### src/rtl/regptr_pkg.sv
package regptr_pkg;

    localparam logic [7:0] SEL_ADDR = 8'h60;
    localparam logic [7:0] WIN_ADDR = 8'h61;

    localparam int N_MB = 4;
    localparam logic [N_MB-1:0][7:0] MB_ADDRS = {8'h7F, 8'h4F, 8'h2D, 8'h29};

    typedef enum logic [1:0] {
        TGT_NONE,
        TGT_RF,
        TGT_SEL,
        TGT_WIN
    } tgt_e;

    typedef struct packed {
        logic       wr;
        logic       rd;
        logic [7:0] addr;
        logic [7:0] data;
    } acc_t;

    function automatic logic holds_ptr(input logic [7:0] a);
        logic h;
        h = (a == SEL_ADDR) || (a == WIN_ADDR);
        for (int i = 0; i < N_MB; i++) begin
            if (a == MB_ADDRS[i]) h = 1'b1;
        end
        return h;
    endfunction

    function automatic tgt_e classify(input logic [7:0] a, input logic [255:0] impl);
        tgt_e t;
        if (a == SEL_ADDR)      t = TGT_SEL;
        else if (a == WIN_ADDR) t = TGT_WIN;
        else if (impl[a])       t = TGT_RF;
        else                    t = TGT_NONE;
        return t;
    endfunction

endpackage

### src/rtl/regptr_seq.sv
module regptr_seq
    import regptr_pkg::*;
(
    input  logic       clk,
    input  logic       rst,
    input  logic       start_i,
    input  logic       addr_i,
    input  logic       addr_rd_i,
    input  logic       wr_i,
    input  logic [7:0] wdata_i,
    input  logic       rd_req_i,
    input  logic       stop_i,
    input  logic       advance_i,
    output logic [7:0] ptr_o,
    output acc_t       acc_o
);

    logic [7:0] ptr_q;
    logic       first_q;

    always_comb begin
        acc_o.wr   = wr_i & ~first_q;
        acc_o.rd   = rd_req_i & ~wr_i;
        acc_o.addr = ptr_q;
        acc_o.data = wdata_i;
    end

    always_ff @(posedge clk) begin
        if (rst) begin
            ptr_q   <= 8'h00;
            first_q <= 1'b0;
        end else begin
            if (start_i || stop_i) begin
                first_q <= 1'b0;
            end else if (addr_i) begin
                first_q <= ~addr_rd_i;
            end else if (wr_i && first_q) begin
                ptr_q   <= wdata_i;
                first_q <= 1'b0;
            end else if (advance_i) begin
                ptr_q <= ptr_q + 8'd1;
            end
        end
    end

    assign ptr_o = ptr_q;

endmodule

### src/rtl/regptr_bank_idx.sv
module regptr_bank_idx #(
    parameter int BANK_DEPTH = 201,
    parameter int IDXW       = $clog2(BANK_DEPTH)
) (
    input  logic            clk,
    input  logic            rst,
    input  logic            step_i,
    input  logic            load_i,
    input  logic [7:0]      load_val_i,
    output logic [IDXW-1:0] idx_o
);

    localparam int IDX_MAX = BANK_DEPTH - 1;

    logic [IDXW-1:0] idx_q;
    logic            at_top;
    logic            load_ok;

    assign at_top  = (int'(idx_q) == IDX_MAX);
    assign load_ok = (int'(load_val_i) <= IDX_MAX);

    always_ff @(posedge clk) begin
        if (rst) begin
            idx_q <= '0;
        end else if (load_i && load_ok) begin
            idx_q <= IDXW'(load_val_i);
        end else if (step_i) begin
            idx_q <= at_top ? '0 : idx_q + 1'b1;
        end
    end

    assign idx_o = idx_q;

endmodule

### src/rtl/regptr_route.sv
module regptr_route
    import regptr_pkg::*;
#(
    parameter logic [255:0] IMPL_MASK = {128'h0, {128{1'b1}}},
    parameter logic [255:0] RO_MASK   = 256'hFF00,
    parameter int           IDXW      = 8
) (
    input  acc_t            acc_i,
    input  logic [IDXW-1:0] idx_i,
    input  logic [7:0]      rf_rdata_i,
    input  logic [7:0]      bk_rdata_i,
    output logic            rf_wr_o,
    output logic            rf_rd_o,
    output logic [7:0]      rf_addr_o,
    output logic [7:0]      rf_wdata_o,
    output logic            bk_wr_o,
    output logic            bk_rd_o,
    output logic [7:0]      bk_wdata_o,
    output logic            advance_o,
    output logic            step_o,
    output logic            load_o,
    output logic [7:0]      rd_byte_o
);

    tgt_e tgt;
    logic any;

    assign tgt = classify(acc_i.addr, IMPL_MASK);
    assign any = acc_i.wr | acc_i.rd;

    always_comb begin
        rf_addr_o  = acc_i.addr;
        rf_wdata_o = acc_i.data;
        bk_wdata_o = acc_i.data;
        rf_wr_o    = acc_i.wr & (tgt == TGT_RF) & ~RO_MASK[acc_i.addr];
        rf_rd_o    = acc_i.rd & (tgt == TGT_RF);
        bk_wr_o    = acc_i.wr & (tgt == TGT_WIN);
        bk_rd_o    = acc_i.rd & (tgt == TGT_WIN);
        load_o     = acc_i.wr & (tgt == TGT_SEL);
        step_o     = any & (tgt == TGT_WIN);
        advance_o  = any & ~holds_ptr(acc_i.addr);
        case (tgt)
            TGT_RF:  rd_byte_o = rf_rdata_i;
            TGT_SEL: rd_byte_o = 8'(idx_i);
            TGT_WIN: rd_byte_o = bk_rdata_i;
            default: rd_byte_o = 8'h00;
        endcase
    end

endmodule

### src/rtl/regptr_bank_core.sv
module regptr_bank_core
    import regptr_pkg::*;
#(
    parameter logic [255:0] IMPL_MASK  = {128'h0, {128{1'b1}}},
    parameter logic [255:0] RO_MASK    = 256'hFF00,
    parameter int           BANK_DEPTH = 201,
    parameter int           IDXW       = $clog2(BANK_DEPTH)
) (
    input  logic            clk,
    input  logic            rst,
    input  logic            start_i,
    input  logic            addr_i,
    input  logic            addr_rd_i,
    input  logic            wr_i,
    input  logic [7:0]      wdata_i,
    input  logic            rd_req_i,
    input  logic            stop_i,
    output logic [7:0]      rd_data_o,
    output logic            rd_valid_o,
    output logic [7:0]      ptr_o,
    output logic            rf_wr_o,
    output logic            rf_rd_o,
    output logic [7:0]      rf_addr_o,
    output logic [7:0]      rf_wdata_o,
    input  logic [7:0]      rf_rdata_i,
    output logic            bk_wr_o,
    output logic            bk_rd_o,
    output logic [IDXW-1:0] bk_idx_o,
    output logic [7:0]      bk_wdata_o,
    input  logic [7:0]      bk_rdata_i
);

    acc_t       acc;
    logic       advance;
    logic       step;
    logic       load;
    logic [7:0] rd_byte;

    regptr_seq u_seq (
        .clk       (clk),
        .rst       (rst),
        .start_i   (start_i),
        .addr_i    (addr_i),
        .addr_rd_i (addr_rd_i),
        .wr_i      (wr_i),
        .wdata_i   (wdata_i),
        .rd_req_i  (rd_req_i),
        .stop_i    (stop_i),
        .advance_i (advance),
        .ptr_o     (ptr_o),
        .acc_o     (acc)
    );

    regptr_route #(
        .IMPL_MASK (IMPL_MASK),
        .RO_MASK   (RO_MASK),
        .IDXW      (IDXW)
    ) u_route (
        .acc_i      (acc),
        .idx_i      (bk_idx_o),
        .rf_rdata_i (rf_rdata_i),
        .bk_rdata_i (bk_rdata_i),
        .rf_wr_o    (rf_wr_o),
        .rf_rd_o    (rf_rd_o),
        .rf_addr_o  (rf_addr_o),
        .rf_wdata_o (rf_wdata_o),
        .bk_wr_o    (bk_wr_o),
        .bk_rd_o    (bk_rd_o),
        .bk_wdata_o (bk_wdata_o),
        .advance_o  (advance),
        .step_o     (step),
        .load_o     (load),
        .rd_byte_o  (rd_byte)
    );

    regptr_bank_idx #(
        .BANK_DEPTH (BANK_DEPTH),
        .IDXW       (IDXW)
    ) u_idx (
        .clk        (clk),
        .rst        (rst),
        .step_i     (step),
        .load_i     (load),
        .load_val_i (acc.data),
        .idx_o      (bk_idx_o)
    );

    always_ff @(posedge clk) begin
        if (rst) begin
            rd_data_o  <= 8'h00;
            rd_valid_o <= 1'b0;
        end else begin
            rd_valid_o <= acc.rd;
            if (acc.rd) rd_data_o <= rd_byte;
        end
    end

endmodule

### config.mk
export PLATFORM = sky130hd
export DESIGN_NAME = regptr_bank_core
export DESIGN_NICKNAME = d
export VERILOG_FILES = /design/src/rtl/regptr_pkg.sv /design/src/rtl/regptr_seq.sv /design/src/rtl/regptr_bank_idx.sv /design/src/rtl/regptr_route.sv /design/src/rtl/regptr_bank_core.sv
export SDC_FILE = /design/constraint.sdc
export NUM_CORES = 1
export LEC_CHECK = 0
export BUFFER_PORTS_ARGS = -buffer_cell sky130_fd_sc_hd__buf_2
export CORE_ASPECT_RATIO = 1.1
export CORE_MARGIN = 2
export CORE_UTILIZATION = 44
export CTS_CLUSTER_SIZE = 8
export DETAILED_ROUTE_END_ITERATION = 6
export PLACE_DENSITY_LB_ADDON = 0.05
export SKIP_LAST_GASP = 1
export SYNTH_ARGS = -nofsm -noshare
export SYNTH_HDL_FRONTEND = slang
export SYNTH_HIERARCHICAL = 1
export SYNTH_SLANG_ARGS = --single-unit
### constraint.sdc
create_clock -name clk -period 2.2 [get_ports clk]
set_clock_uncertainty 0.15 [all_clocks]
set_input_delay 0.44 -clock clk [delete_from_list [all_inputs] [get_ports clk]]
set_output_delay 0.44 -clock clk [all_outputs]
set_load 0.02 [all_outputs]
* Word-level counts from Yosys, hierarchy flattened
Memory sizes are Yosys's and may differ from the RTL's. A register that Yosys moved wholly into a read port is not among the register bits.
Index checks and enable logic that the tools add are counted.
** Word-level totals
- Bits in registers :: 26
- ROM bits :: 512
- Word-level logic and storage cells :: 69
- Memories :: 2
** Memories
- (no name shown) :: words 256, width 1, read ports 1, clocked after memory_dff 1, write ports 0, line regptr_pkg.sv:36 : else if (impl[a]) t = TGT_RF;
- (no name shown) :: words 256, width 1, read ports 1, clocked after memory_dff 1, write ports 0, line regptr_route.sv:35 : rf_wr_o = acc_i.wr & (tgt == TGT_RF) & ~RO_MASK[acc_i.addr];
** Operators by class
- Add/subtract/negate cells :: 2
- $lt $le $gt $ge :: 2
- Equality and inequality tests :: 10
- Multiplexer cells :: 21
- Bitwise gates (word level) :: 18
- Reductions and logical operators :: 9
** Operators with widths (count)
- 2-to-1 mux 8 bit :: 9
- equality test 8 x 7 -> 1 bit, second input constant :: 5
- case mux 8 bit (3 select lines) :: 1
- adder 8 x 1 -> 8 bit, second input constant :: 2
- equality test 8 x 6 -> 1 bit, second input constant :: 2
- AND 1 bit :: 10
- < comparator 8 x 9 -> 1 bit, second input constant :: 1
- 2-to-1 mux 1 bit :: 9
- <= comparator 8 bit, second input constant :: 1
- NOT 1 bit :: 7
- nonzero test 2 bit :: 3
- equality test 2 bit, second input constant :: 2
- 2-to-1 mux 2 bit :: 2
- AND reduction 3 bit :: 1
- equality test 2 x 1 -> 1 bit, second input constant :: 1
- logical AND 1 bit :: 2
- logical OR 1 bit :: 2
- OR reduction 2 bit :: 1
- OR 1 bit :: 1

* Longest topological paths before layout
- Word-level depth :: 12
- Depth in mapped cells :: 9
- Mapped depth without buffers :: 7

* Hierarchy
The synthesis kept the hierarchy.
** Modules (own cells, without submodules)
- regptr_seq :: instances 1, cells each 89, area each 676.9 um^2, sequential area each 180.2 um^2
- regptr_bank_idx :: instances 1, cells each 70, area each 605.6 um^2, sequential area each 160.2 um^2
- regptr_route :: instances 1, cells each 69, area each 555.5 um^2, sequential area each 0.0 um^2
- regptr_bank_core :: instances 1, cells each 28, area each 312.8 um^2, sequential area each 180.2 um^2

* Worst setup path after synthesis
OpenSTA, ideal clock, no wires.
- Path kind :: input to register
- Start point :: input port wr_i
- End point :: register u_seq.ptr_q[0], in the netlist u_seq/ptr_o[0]
- Arrival :: 2.146 ns
- Required time :: 1.976 ns
- Setup slack :: -0.170 ns
- Stages :: 9
- Buffers on the path :: 2
- Path through :: buf_4 > nor2b_1 > nor2_1 > a311oi_1 > a21oi_2 > or4_1 > clkbuf_2 > or3_1 > a31oi_1
** RTL lines
- from (decl) :: line regptr_bank_core.sv:14 : input logic wr_i,
- to (signal assigned) :: line regptr_seq.sv:38 : ptr_q <= wdata_i;
- to (signal assigned) :: line regptr_seq.sv:41 : ptr_q <= ptr_q + 8'd1;
- to (decl) :: line regptr_seq.sv:18 : logic [7:0] ptr_q;

* Final worst setup path
- Start point :: register u_seq.ptr_q[4], in the netlist u_seq/ptr_o[4]
- End point :: output port bk_wr_o
** Between the ends
- Longest elaborated chain between the ends :: 5
** RTL lines
- equality test 8 x 7 -> 1 bit :: line regptr_pkg.sv:35 : else if (a == WIN_ADDR) t = TGT_WIN;
- 2-to-1 mux 2 bit :: line regptr_pkg.sv:35
- 2-to-1 mux 2 bit * :: line regptr_pkg.sv:34 : if (a == SEL_ADDR) t = TGT_SEL;
- equality test 2 bit * :: line regptr_route.sv:37 : bk_wr_o = acc_i.wr & (tgt == TGT_WIN);
- AND 1 bit * :: line regptr_route.sv:37
- to (decl) :: line regptr_bank_core.sv:26 : output logic bk_wr_o,
Mark *: on every way between the ends. The rest lies on a longest branch, timed or not.

==> out/results.md <==
Finish
• **Post-Route Utilization** 56.8%
• **area occupied by multi-input gates** 0.00127 mm²
• **count of nets after finishing** 365
• **number of antenna repair diodes** 0
• **Post-Layout Cell Count** 385
• **# fillers** 470
• **layout overhead on the synthesized area** 23.8%
• **Design Area, Final** 0.00266 mm²
• **layout cells sized above 1** 45.0%
• **storage element area** 528 µm²

Synth
• **Yosys warning count** 6
• **register bit count reported by yosys** 26
• **cell accounting for the most synthesized area** dfxtp_1
• **count of distinct cell types in the synthesized netlist** 56
• **Gate Count Post-Synth** 256
• **most frequent cell after synthesis** buf_4
• **commonest register cell after synthesis** dfxtp_1
• **number of flops mapped to enable cells by yosys** 0
• **sequential share of the synthesized area** 24.2%
• **most area-consuming cells after synthesis** dfxtp_1 24%, buf_4 14%, mux2i_1 13%
• **Synth Net Count** 291
• **share of flip-flops with an asynchronous set or reset after synthesis** 0%
• **synthesized area divided by synthesized cell count** 8.40 µm²
• **Synth top area share** 24.2%
• **top cells by count, synth** 41 x buf_4, 29 x mux2i_1, 26 x dfxtp_1
• **total standard cell area after synthesis** 0.00215 mm²

Min path
• **destination of the worst hold path** u_seq/first_q
• **Cells on Worst Hold Path** 2
• **path category of the worst min-delay check** input pin to flip-flop
• **min-delay src** stop_i

Clocking
• **Num CTS Buffers** 3
• **clock network latency to the later pin of the worst-skew pair** 0.28 ns
• **H-Tree Depth** 1
• **register clock-pin slew on the reported worst setup and hold paths** 0.10 ns
• **Clock Tree Buf Depth** 2
• **root cell of the clock tree** clkbuf_8
• **clock tree from TritonCTS** built
• **clock sink count** 26

Route
• **# DRC** 0
• **routed length per placed instance** 15.6 µm
• **number of vias per cell** 5.33
• **number of detailed-routing iterations run before antenna repair** 4
• **aggregate routed wire length** 5990 µm
• **violation count after the first detailed-route iteration** 54
• **routed vias** 2,052
• **number of antenna-violating nets in the routed design** 0

Flow run
• **Max Cap Viol** 0

Floorplanning
• **horizontal die dimension** 70.7 µm
• **number of top-level pins** 85
• **Die Area** 0.00546 mm²
• **die span in y** 77.3 µm
• **effective utilization at floorplan** 45.9%
• **total core area** 0.00468 mm²
• **row cnt** 26

Worst setup path
• **worst reg-to-reg path cell count** 8
• **end of the worst register-to-register path** u_seq/ptr_o[7]
• **Critical Path Sink Type** output port
• **critical-path cell with the highest stage delay** dfxtp_2
• **cell seen most often among critical-path stages** buf_4
• **CP cell instances** buf_4 -> nor3b_4 -> and2_4 -> buf_12 -> and3_1 -> buf_4
• **arrival time worst endpoint** 1.59 ns
• **peak per-stage delay on the critical path** 0.36 ns
• **Worst EP required** 1.61 ns
• **origin of the critical flop-to-flop path** u_seq/ptr_o[5]
• **type of element launching the critical path** flip-flop
• **peak fanout along the critical path** 6
• **kind of critical path** flip-flop to output port
• **R2R Setup Slk** 0.05 ns

Placed design
• **count of input and output buffers** 84
• **final weighted congestion in routability-driven placement** 0.828
• **count of placed standard cells including taps** 375
• **total cell area at the placement stage** 0.00250 mm²
• **final HPWL from detailed placement** 4390 µm

Power
• **total power** 1.02 mW
• **Power Density** 381 mW/mm²
• **peak ir drop on the vdd network** 0.183 mV
• **leak pwr** 1.23 nW

Global route
• **vias in the first global route** 1,937
• **number of antenna violations at the first check in global routing** 0
• **global route overflow** 0
• **maximum number of pins on one net before global-route repair** 28
• **global-route usage over all layers** 22.2%
• **global-route wire length before repair** 9760 µm

STA
• **tightest slew margin relative to the limit** 65.1%
• **maximum achievable frequency** 0.459 GHz
• **setup TNS after final layout** 0 ns
• **slew at the pin closest to its max-slew limit** 0.524 ns
• **unrepaired setup endpoints after global routing** yes
• **part of the cycle the worst path needs** 98.9%
• **Final min period** 2.18 ns
• **Max Transition Viols Final** 0
• **number of endpoints with negative hold slack in the final report** 0
• **final setup violating endpoints** 0

Status
• **run status** completed

==> registers in the layout (all words and copies together), names as in the netlist <==
register       cells
rd_valid_o         1
u_seq/first_q      1
u_idx/idx_o        8
rd_data_o          8
u_seq/ptr_o        8
==> per-stage QoR <==
step / setup WS (ns) / hold WS (ns)
5_1_grt: -0.0997 / 0.206
4_1_cts: -0.00667 / 0.211
6_report: 0.0235 / 0.216
2_1_floorplan: -0.0468 / 0.368
3_3_place_gp: -0.193 / 0.321
3_5_place_dp: -0.251 / 0.335
==> how the worst max path moves through the flow <==
stage | startpoint | to | depth (start not counted)
after floorplan | wr_i | u_seq/ptr_o[0] | 9
after global placement | wr_i | u_seq/ptr_o[0] | 8
after detailed placement | wr_i | u_seq/ptr_o[5] | 8
after CTS | u_seq/ptr_o[5] | u_seq/ptr_o[0] | 7
after global routing | u_seq/ptr_o[5] | u_seq/ptr_o[0] | 7
final | u_seq/ptr_o[4] | bk_wr_o | 6
==> kinds of logic (layout without fill, tap and decap cells) <==
kind of cell | count (synthesis) | after routing | synth area share, %
compound gates | 49 | 49 | 15.9
flops | 26 | 26 | 24.2
mux | 29 | 29 | 13.5
fa+ha+maj | 3 | 3 | 1.75
simple gates | 85 | 85 | 23.6
buf+inv | 59 | 132 | 19.1
xor+xnor | 5 | 5 | 2.04
==> report_power, final <==
group / total [mW] / switching (mW) / internal, mW
combinational: 0.201 / 0.118 / 0.0829
clock: 0.329 / 0.168 / 0.161
sequential: 0.485 / 0.00623 / 0.479
total: 1.02 / 0.293 / 0.723
==> worst max-delay path: cells and delay by family, from the launching register on <==
family        cells  cell delay (ns)
simple gates      3             0.55
buf+inv           3             0.39
flops             1             0.36
==> area by class of cell <==
type                    instances  share of cell area (%)
repair buffers                121                    26.9
flip-flops and latches         26                    19.8
multi-input cells             171                    47.6
clock buffers                   4                    2.07
well taps                      56                    2.63
inverters                       7                   0.987
==> placed cells by master (no fill, tap or decap), types with 2 or more instances in the layout <==
cell,count
o21ai_0,6
nor2b_1,5
nor2_1,17
and3_1,2
buf_4,38
o211ai_1,3
and3_2,3
o21a_1,3
mux2i_1,29
o21ai_1,2
nor3b_1,4
nor4_1,4
nand4_1,2
nand2b_1,8
a21oi_1,15
ha_1,3
inv_1,7
xor2_1,2
nand3_1,12
o31ai_1,2
clkbuf_8,4
dfxtp_2,3
xnor2_1,3
a211oi_1,4
nand2_1,9
nor3_1,2
buf_2,82
dfxtp_1,22
==> repair_timing <==
| item | CTS | global route |
|---|---|---|
| gates resized for setup | 12 | 7 |
| pin swaps | 0 | 3 |
| hold buffers | 0 | 0 |
| buffers inserted | 2 | 4 |
| endpoints found under the setup margin | 10 | 13 |
| hold endpoints to repair | 0 | 0 |
==> per-layer routing <==
metal  track usage (%)  wire (µm)  part of all wire (%)
met3              2.47        199                   3.3
met2              39.2       3050                    51
met1              28.8       2700                    45
met5                 0          0                     0
met4              5.66         45                  0.75
Note: power is estimated with default switching activity, not from simulation.
